--- config.mk ---
export PLATFORM = sky130hd
export DESIGN_NAME = xbus_steer
export DESIGN_NICKNAME = d
export VERILOG_FILES = /design/src/rtl/xbus_steer_pkg.sv /design/src/rtl/xbus_steer_pick.sv /design/src/rtl/xbus_steer_lanes.sv /design/src/rtl/xbus_steer_seq.sv /design/src/rtl/xbus_steer.sv
export SDC_FILE = /design/constraint.sdc
export NUM_CORES = 1
export LEC_CHECK = 0
export ABC_AREA = 1
export BUFFER_PORTS_ARGS = -buffer_cell sky130_fd_sc_hd__buf_2
export CELL_PAD_IN_SITES_DETAIL_PLACEMENT = 1
export CELL_PAD_IN_SITES_GLOBAL_PLACEMENT = 1
export CORE_UTILIZATION = 33
export DETAILED_ROUTE_END_ITERATION = 12
export PLACE_DENSITY = 0.8
export REMOVE_ABC_BUFFERS = 1
export SKIP_LAST_GASP = 1
export SLEW_MARGIN = 20
export SYNTH_ARGS = -nofsm -noshare
export SYNTH_HDL_FRONTEND = slang
export SYNTH_HIERARCHICAL = 1
export SYNTH_SLANG_ARGS = --single-unit
--- constraint.sdc ---
create_clock -name clk -period 2.4 [get_ports clk]
set_clock_uncertainty 0.1 [all_clocks]
set_input_delay 0.36 -clock clk [delete_from_list [all_inputs] [get_ports clk]]
set_output_delay 0.36 -clock clk [all_outputs]
set_load 0.05 [all_outputs]
--- src/rtl/xbus_steer_pkg.sv ---
package xbus_steer_pkg;

    localparam int unsigned HOST_BYTES = 4;
    localparam int unsigned BYTE_W     = 8;
    localparam int unsigned ISA_W      = 16;
    localparam int unsigned LANE_W     = $clog2(HOST_BYTES);

    typedef enum logic [1:0] {
        ST_IDLE = 2'd0,
        ST_RUN  = 2'd1,
        ST_DONE = 2'd2
    } seq_state_e;

    typedef struct packed {
        logic wr;
        logic dev16;
        logic dma;
    } xfer_attr_t;

    // Byte mask covered by a single DMA item.
    function automatic logic [HOST_BYTES-1:0] dma_mask(input logic wide,
                                                       input logic [LANE_W-1:0] lane);
        logic [HOST_BYTES-1:0] m;
        m = '0;
        if (wide) begin
            m[{lane[LANE_W-1:1], 1'b0}] = 1'b1;
            m[{lane[LANE_W-1:1], 1'b1}] = 1'b1;
        end else begin
            m[lane] = 1'b1;
        end
        return m;
    endfunction

endpackage

--- src/rtl/xbus_steer_pick.sv ---
module xbus_steer_pick
    import xbus_steer_pkg::*;
#(
    parameter int unsigned NB = HOST_BYTES,
    localparam int unsigned OW = $clog2(NB)
) (
    input  logic [NB-1:0] pend,
    input  logic          dev16,
    output logic [OW-1:0] off,
    output logic          wide,
    output logic [NB-1:0] take
);

    logic [OW-1:0] pair_hi;

    always_comb begin
        off = '0;
        for (int i = NB - 1; i >= 0; i--) begin
            if (pend[i]) off = OW'(i);
        end
    end

    assign pair_hi = {off[OW-1:1], 1'b1};
    assign wide    = dev16 && !off[0] && pend[pair_hi];

    always_comb begin
        take      = '0;
        take[off] = 1'b1;
        if (wide) take[pair_hi] = 1'b1;
    end

endmodule

--- src/rtl/xbus_steer_lanes.sv ---
module xbus_steer_lanes
    import xbus_steer_pkg::*;
#(
    parameter int unsigned NB = HOST_BYTES,
    localparam int unsigned OW = $clog2(NB),
    localparam int unsigned DW = NB * BYTE_W
) (
    input  logic [DW-1:0]    wdata,
    input  logic [OW-1:0]    off,
    input  logic             wide,
    input  logic             dev16,
    input  logic [ISA_W-1:0] isa_rdata,
    input  logic [DW-1:0]    acc,
    output logic [ISA_W-1:0] isa_wdata,
    output logic [DW-1:0]    acc_nxt
);

    logic [OW-1:0]     pair_hi;
    logic [BYTE_W-1:0] lo_byte;
    logic [BYTE_W-1:0] hi_byte;
    logic              odd_on_high;
    logic [BYTE_W-1:0] rd_first;

    assign pair_hi     = {off[OW-1:1], 1'b1};
    assign lo_byte     = wdata[{off, 3'b000} +: BYTE_W];
    assign hi_byte     = wdata[{pair_hi, 3'b000} +: BYTE_W];
    assign odd_on_high = dev16 && !wide && off[0];

    // Outbound: pick the half of the ISA bus each byte travels on.
    always_comb begin
        if (wide)             isa_wdata = {hi_byte, lo_byte};
        else if (odd_on_high) isa_wdata = {lo_byte, {BYTE_W{1'b0}}};
        else                  isa_wdata = {{BYTE_W{1'b0}}, lo_byte};
    end

    // Inbound: gather returned bytes into their host lanes.
    assign rd_first = odd_on_high ? isa_rdata[ISA_W-1 -: BYTE_W] : isa_rdata[BYTE_W-1:0];

    always_comb begin
        acc_nxt = acc;
        acc_nxt[{off, 3'b000} +: BYTE_W] = rd_first;
        if (wide) acc_nxt[{pair_hi, 3'b000} +: BYTE_W] = isa_rdata[ISA_W-1 -: BYTE_W];
    end

endmodule

--- src/rtl/xbus_steer_seq.sv ---
module xbus_steer_seq
    import xbus_steer_pkg::*;
#(
    parameter int unsigned NB = HOST_BYTES,
    localparam int unsigned OW = $clog2(NB),
    localparam int unsigned DW = NB * BYTE_W
) (
    input  logic          clk,
    input  logic          rst,
    input  logic          host_req,
    input  logic          host_wr,
    input  logic          host_dev16,
    input  logic [NB-1:0] host_be,
    input  logic          dma_req,
    input  logic          dma_wide,
    input  logic          dma_to_pci,
    input  logic [OW-1:0] dma_lane,
    input  logic [DW-1:0] wdata_in,
    input  logic          isa_done,
    input  logic [NB-1:0] take,
    input  logic [DW-1:0] acc_nxt,
    output seq_state_e    state,
    output logic [NB-1:0] pend,
    output xfer_attr_t    attr,
    output logic [DW-1:0] wdata_q,
    output logic [DW-1:0] acc
);

    logic [NB-1:0] pend_left;

    assign pend_left = pend & ~take;

    always_ff @(posedge clk) begin
        if (rst) begin
            state   <= ST_IDLE;
            pend    <= '0;
            attr    <= '0;
            wdata_q <= '0;
            acc     <= '0;
        end else begin
            unique case (state)
                ST_IDLE: begin
                    if (dma_req) begin
                        pend    <= dma_mask(dma_wide, dma_lane);
                        attr    <= '{wr: !dma_to_pci, dev16: dma_wide, dma: 1'b1};
                        wdata_q <= wdata_in;
                        acc     <= '0;
                        state   <= ST_RUN;
                    end else if (host_req) begin
                        pend    <= host_be;
                        attr    <= '{wr: host_wr, dev16: host_dev16, dma: 1'b0};
                        wdata_q <= wdata_in;
                        acc     <= '0;
                        state   <= (|host_be) ? ST_RUN : ST_DONE;
                    end
                end
                ST_RUN: begin
                    if (isa_done) begin
                        pend <= pend_left;
                        if (!attr.wr) acc <= acc_nxt;
                        if (pend_left == '0) state <= ST_DONE;
                    end
                end
                ST_DONE: state <= ST_IDLE;
                default: state <= ST_IDLE;
            endcase
        end
    end

endmodule

--- src/rtl/xbus_steer.sv ---
module xbus_steer
    import xbus_steer_pkg::*;
#(
    parameter int unsigned NB = HOST_BYTES,
    localparam int unsigned OW = $clog2(NB),
    localparam int unsigned DW = NB * BYTE_W
) (
    input  logic             clk,
    input  logic             rst,
    input  logic             host_req,
    input  logic             host_wr,
    input  logic             host_dev16,
    input  logic [NB-1:0]    host_be,
    input  logic [DW-1:0]    host_wdata,
    output logic             host_done,
    output logic [DW-1:0]    pci_rdata,
    input  logic             dma_req,
    input  logic             dma_wide,
    input  logic             dma_to_pci,
    input  logic [OW-1:0]    dma_lane,
    output logic             dma_done,
    output logic             isa_req,
    output logic             isa_wr,
    output logic             isa_dma,
    output logic             isa_wide,
    output logic [OW-1:0]    isa_addr,
    output logic [ISA_W-1:0] isa_wdata,
    input  logic [ISA_W-1:0] isa_rdata,
    input  logic             isa_done
);

    seq_state_e    state;
    logic [NB-1:0] pend;
    xfer_attr_t    attr;
    logic [DW-1:0] wdata_q;
    logic [DW-1:0] acc;
    logic [DW-1:0] acc_nxt;
    logic [NB-1:0] take;
    logic [OW-1:0] off;
    logic          wide;

    xbus_steer_seq #(.NB(NB)) u_seq (
        .clk        (clk),
        .rst        (rst),
        .host_req   (host_req),
        .host_wr    (host_wr),
        .host_dev16 (host_dev16),
        .host_be    (host_be),
        .dma_req    (dma_req),
        .dma_wide   (dma_wide),
        .dma_to_pci (dma_to_pci),
        .dma_lane   (dma_lane),
        .wdata_in   (host_wdata),
        .isa_done   (isa_done),
        .take       (take),
        .acc_nxt    (acc_nxt),
        .state      (state),
        .pend       (pend),
        .attr       (attr),
        .wdata_q    (wdata_q),
        .acc        (acc)
    );

    xbus_steer_pick #(.NB(NB)) u_pick (
        .pend  (pend),
        .dev16 (attr.dev16),
        .off   (off),
        .wide  (wide),
        .take  (take)
    );

    xbus_steer_lanes #(.NB(NB)) u_lanes (
        .wdata     (wdata_q),
        .off       (off),
        .wide      (wide),
        .dev16     (attr.dev16),
        .isa_rdata (isa_rdata),
        .acc       (acc),
        .isa_wdata (isa_wdata),
        .acc_nxt   (acc_nxt)
    );

    assign isa_req   = (state == ST_RUN);
    assign isa_wr    = attr.wr;
    assign isa_dma   = attr.dma;
    assign isa_wide  = wide;
    assign isa_addr  = off;
    assign host_done = (state == ST_DONE) && !attr.dma;
    assign dma_done  = (state == ST_DONE) && attr.dma;
    assign pci_rdata = acc;

endmodule

==> flow_summary_export.csv <==
group,metric,value,unit
cells_and_area,drive_gt1_frac,0.362,
floorplanning,dieArea,13900,um^2
logic_synthesis,synth_seq_cells,73,
logic_synthesis,synth.avg_cell_area,6.56,um^2
setup_path,endpoint,"isa_wdata[15]",
route,dr_total_vias,5080,
sta,fin_crit,2.45,ns
setup_path,rr_endpoint,"u_seq/acc[17]$_SDFFE_PP0P_",
logic_synthesis,synth_top_area_frac,0.330,
cts,ctsHoldBuffers,0,
power_and_ir_drop,powerDensity,979,nW/um^2
sta,rsz0062_at_grt,"yes",
setup_path,endpoint_kind,"output port",
sta,slew_headroom,0.587,
sta,holdWs,0.165,ns
grt,grt_use_total,0.235,
placement,dp_cells,943,
cts,clk_pin_slew,0.06,ns
cts,clock_path_buffers,2,
setup_path,startpoint_type,"flip-flop",
setup_path,critPathLaunch,"u_seq/pend[0]$_SDFFE_PP0P_",
run_status,violations,"setup timing",
sta,finalSetupViolCount,8,
cells_and_area,n_antenna_cell,0,
logic_synthesis,synth_cells,674,
grt,grt_first_pass_wirelength,26100,um
cts,cts_tree,"built",
floorplanning,ioPinCount,119,
logic_synthesis,ys.warnings.count,6,
route,viasPerCell,5.16,
logic_synthesis,yosys.area.top_type,"dfxtp_1",
grt,grt.overflow.total,0,
cells_and_area,area_delta_synth_final,35.4,%
logic_synthesis,yosys_most_used_dff,"dfxtp_1",
floorplanning,initial_core_util,0.345,
logic_synthesis,synth_edf_count,0,
cts,cts-root-buf,"clkbuf_16",
setup_path,reg2reg_slack,0.12,ns
placement,post-place-ws,0.0737,ns
placement,port_buffers,118,
run,maxCapViolations,0,
placement,place.gp.congestion,0.859,
logic_synthesis,synth.most_common_cell,"nand2_1",
power_and_ir_drop,peakVddDrop,666,uV
grt,grt_start_max_net_pins,40,
route,drt_iter0_markers,241,
cts,clock_sinks,73,
placement,dpl.hpwl,10700,um
floorplanning,fp.dieW,118,um
setup_path,rr_startpoint,"u_seq/pend[2]$_SDFFE_PP0P_",
route,ant_nets,0,
grt,grt_pass1_vias,5240,
setup_path,critPathMaxFanout,8,
cells_and_area,final_util,0.467,
min_path,hold_class,"input port to flip-flop",
logic_synthesis,async_flop_share,0,
sta,fin_crit_sh,1.02,
sta,drv_slew,0,
floorplanning,die_h,118,um
logic_synthesis,yosysUniqueCellTypes,32,
sta,setup_ws,-0.0454,ns
setup_path,crit_type,"flip-flop to output port",
power_and_ir_drop,p_leak,0.00253,uW
cts,cts_buffers,9,
route,wl_per_cell,16.5,um
logic_synthesis,yosys-top-cells-count,"nand2_1 (144), nor2_1 (106), dfxtp_1 (73)",
cells_and_area,nNetsFinal,875,
cts,insertion_delay,0.35,ns
setup_path,critPathArrivalTime,1.99,ns
sta,finalHoldViolations,0,
logic_synthesis,seq_area_frac_synth,0.330,
logic_synthesis,synthTopCellsByArea,"dfxtp_1 (33%), nand2_1 (12%), nor2_1 (9.0%)",
route,drt_wl_total,16200,um
route,dr.pass1.iters,4,
route,remaining_drc_errors,0,
grt,grt_antenna_before_repair,0,
cells_and_area,nFillCells,1681,
setup_path,critical_path_required,1.94,ns
setup_path,reg2reg_depth,13,
floorplanning,core_area,12800,um^2
cells_and_area,stdcell_count,984,
logic_synthesis,synthesis.area,4420,um^2
cts,htree_levels,3,
sta,tightest_slew,0.619,ns
sta,max_freq,409,MHz
run_status,outcome,"finished with violations",
floorplanning,num_rows,41,
critical path, cell delays in order, from the launching register on:
cell and delay [ns]:
dfxtp_4 0.37, inv_4 0.07, nand2_1 0.05, nand2_1 0.10, nand2_2 0.10, nor2_4 0.16, buf_6 0.13, nand2_4 0.06
clkinvlp_4 0.18, nand2_2 0.07, o211ai_1 0.12, buf_4 0.24
repair_timing:
item / CTS / global route
pin swaps: 25 / 17
setup endpoints to repair: 16 / 47
buffers inserted: 15 / 7
gates resized for setup: 62 / 30
endpoints found under the hold margin: 0 / 0
gates cloned: 4 / 0
kinds of logic (layout without fill, tap and decap cells):
kind of cell / after synthesis / after routing / share of synthesized area
buf+inv: 103 / 240 / 0.107
simple gates: 347 / 348 / 0.349
fa+ha+maj: 5 / 5 / 0.0141
flops: 73 / 73 / 0.330
compound gates: 146 / 146 / 0.200
registers in the layout (all words and copies together) (netlist names):
register,count
u_seq/acc,32
u_seq/wdata_q,32
u_seq/pend,4
u_seq/attr,3
u_seq/state,2
worst min-delay path by stage:
stage | startpoint | end | cells after the start
after floorplan | rst | u_seq/acc[0]$_SDFFE_PP0P_ | 1
after global placement | u_seq/acc[16]$_SDFFE_PP0P_ | u_seq/acc[16]$_SDFFE_PP0P_ | 2
after detailed placement | u_seq/wdata_q[0]$_SDFFE_PP0P_ | u_seq/wdata_q[0]$_SDFFE_PP0P_ | 2
after CTS | host_wdata[12] | u_seq/wdata_q[12]$_SDFFE_PP0P_ | 3
after global routing | host_wdata[3] | u_seq/wdata_q[3]$_SDFFE_PP0P_ | 3
final | host_wdata[12] | u_seq/wdata_q[12]$_SDFFE_PP0P_ | 3
per-layer routing:
| layer | vias up | wire length (um) | GRT usage |
|---|---|---|---|
| li1 | 2463 | - | - |
| met1 | 2422 | 6780 | 0.270 |
| met2 | 162 | 8070 | 0.411 |
| met3 | 33 | 986 | 0.0577 |
| met4 | 0 | 410 | 0.104 |
| met5 | - | 0 | 0 |
power breakdown:
group,internal [uW],total [uW],switching [uW]
combinational,1070,3010,1940
clock,830,1380,549
sequential,1350,1480,122
total,3250,5860,2610
per-stage QoR:
step / cell area [um^2] / power, uW / TNS [ns]
floorplan: 4200 / 3030 / -35.39
global placement: 5150 / 3730 / 0
detailed placement: 5150 / 3810 / 0
CTS: 5840 / 5700 / -0.704
global route: 5990 / 6170 / -2.13
finish: 5990 / 5860 / -0.278
cells in the final DEF (no fill, tap or decap), drive strengths merged, types with 3 or more instances in the layout:
cell type  instances
nand3             22
inv               62
nand4             33
o22ai              9
o21a               4
clkbuf            11
clkinvlp           4
ha                 5
dfxtp             73
nor2             109
nand2            181
clkinv             4
a21oi             65
o211ai             8
buf              157
nor3               3
o21ai             59
cell type report:
type                            count  area (um^2)  area share
Clock buffer                       11          243      0.0405
Clock inverter                      5         55.1     0.00919
Inverter                           66          288      0.0480
Multi-Input combinational cell    499         2630       0.439
Sequential cell                    73         1470       0.246
Tap cell                          172          215      0.0359
Timing Repair Buffer              158         1090       0.182
No activity file was read; power rests on OpenSTA's default activity.
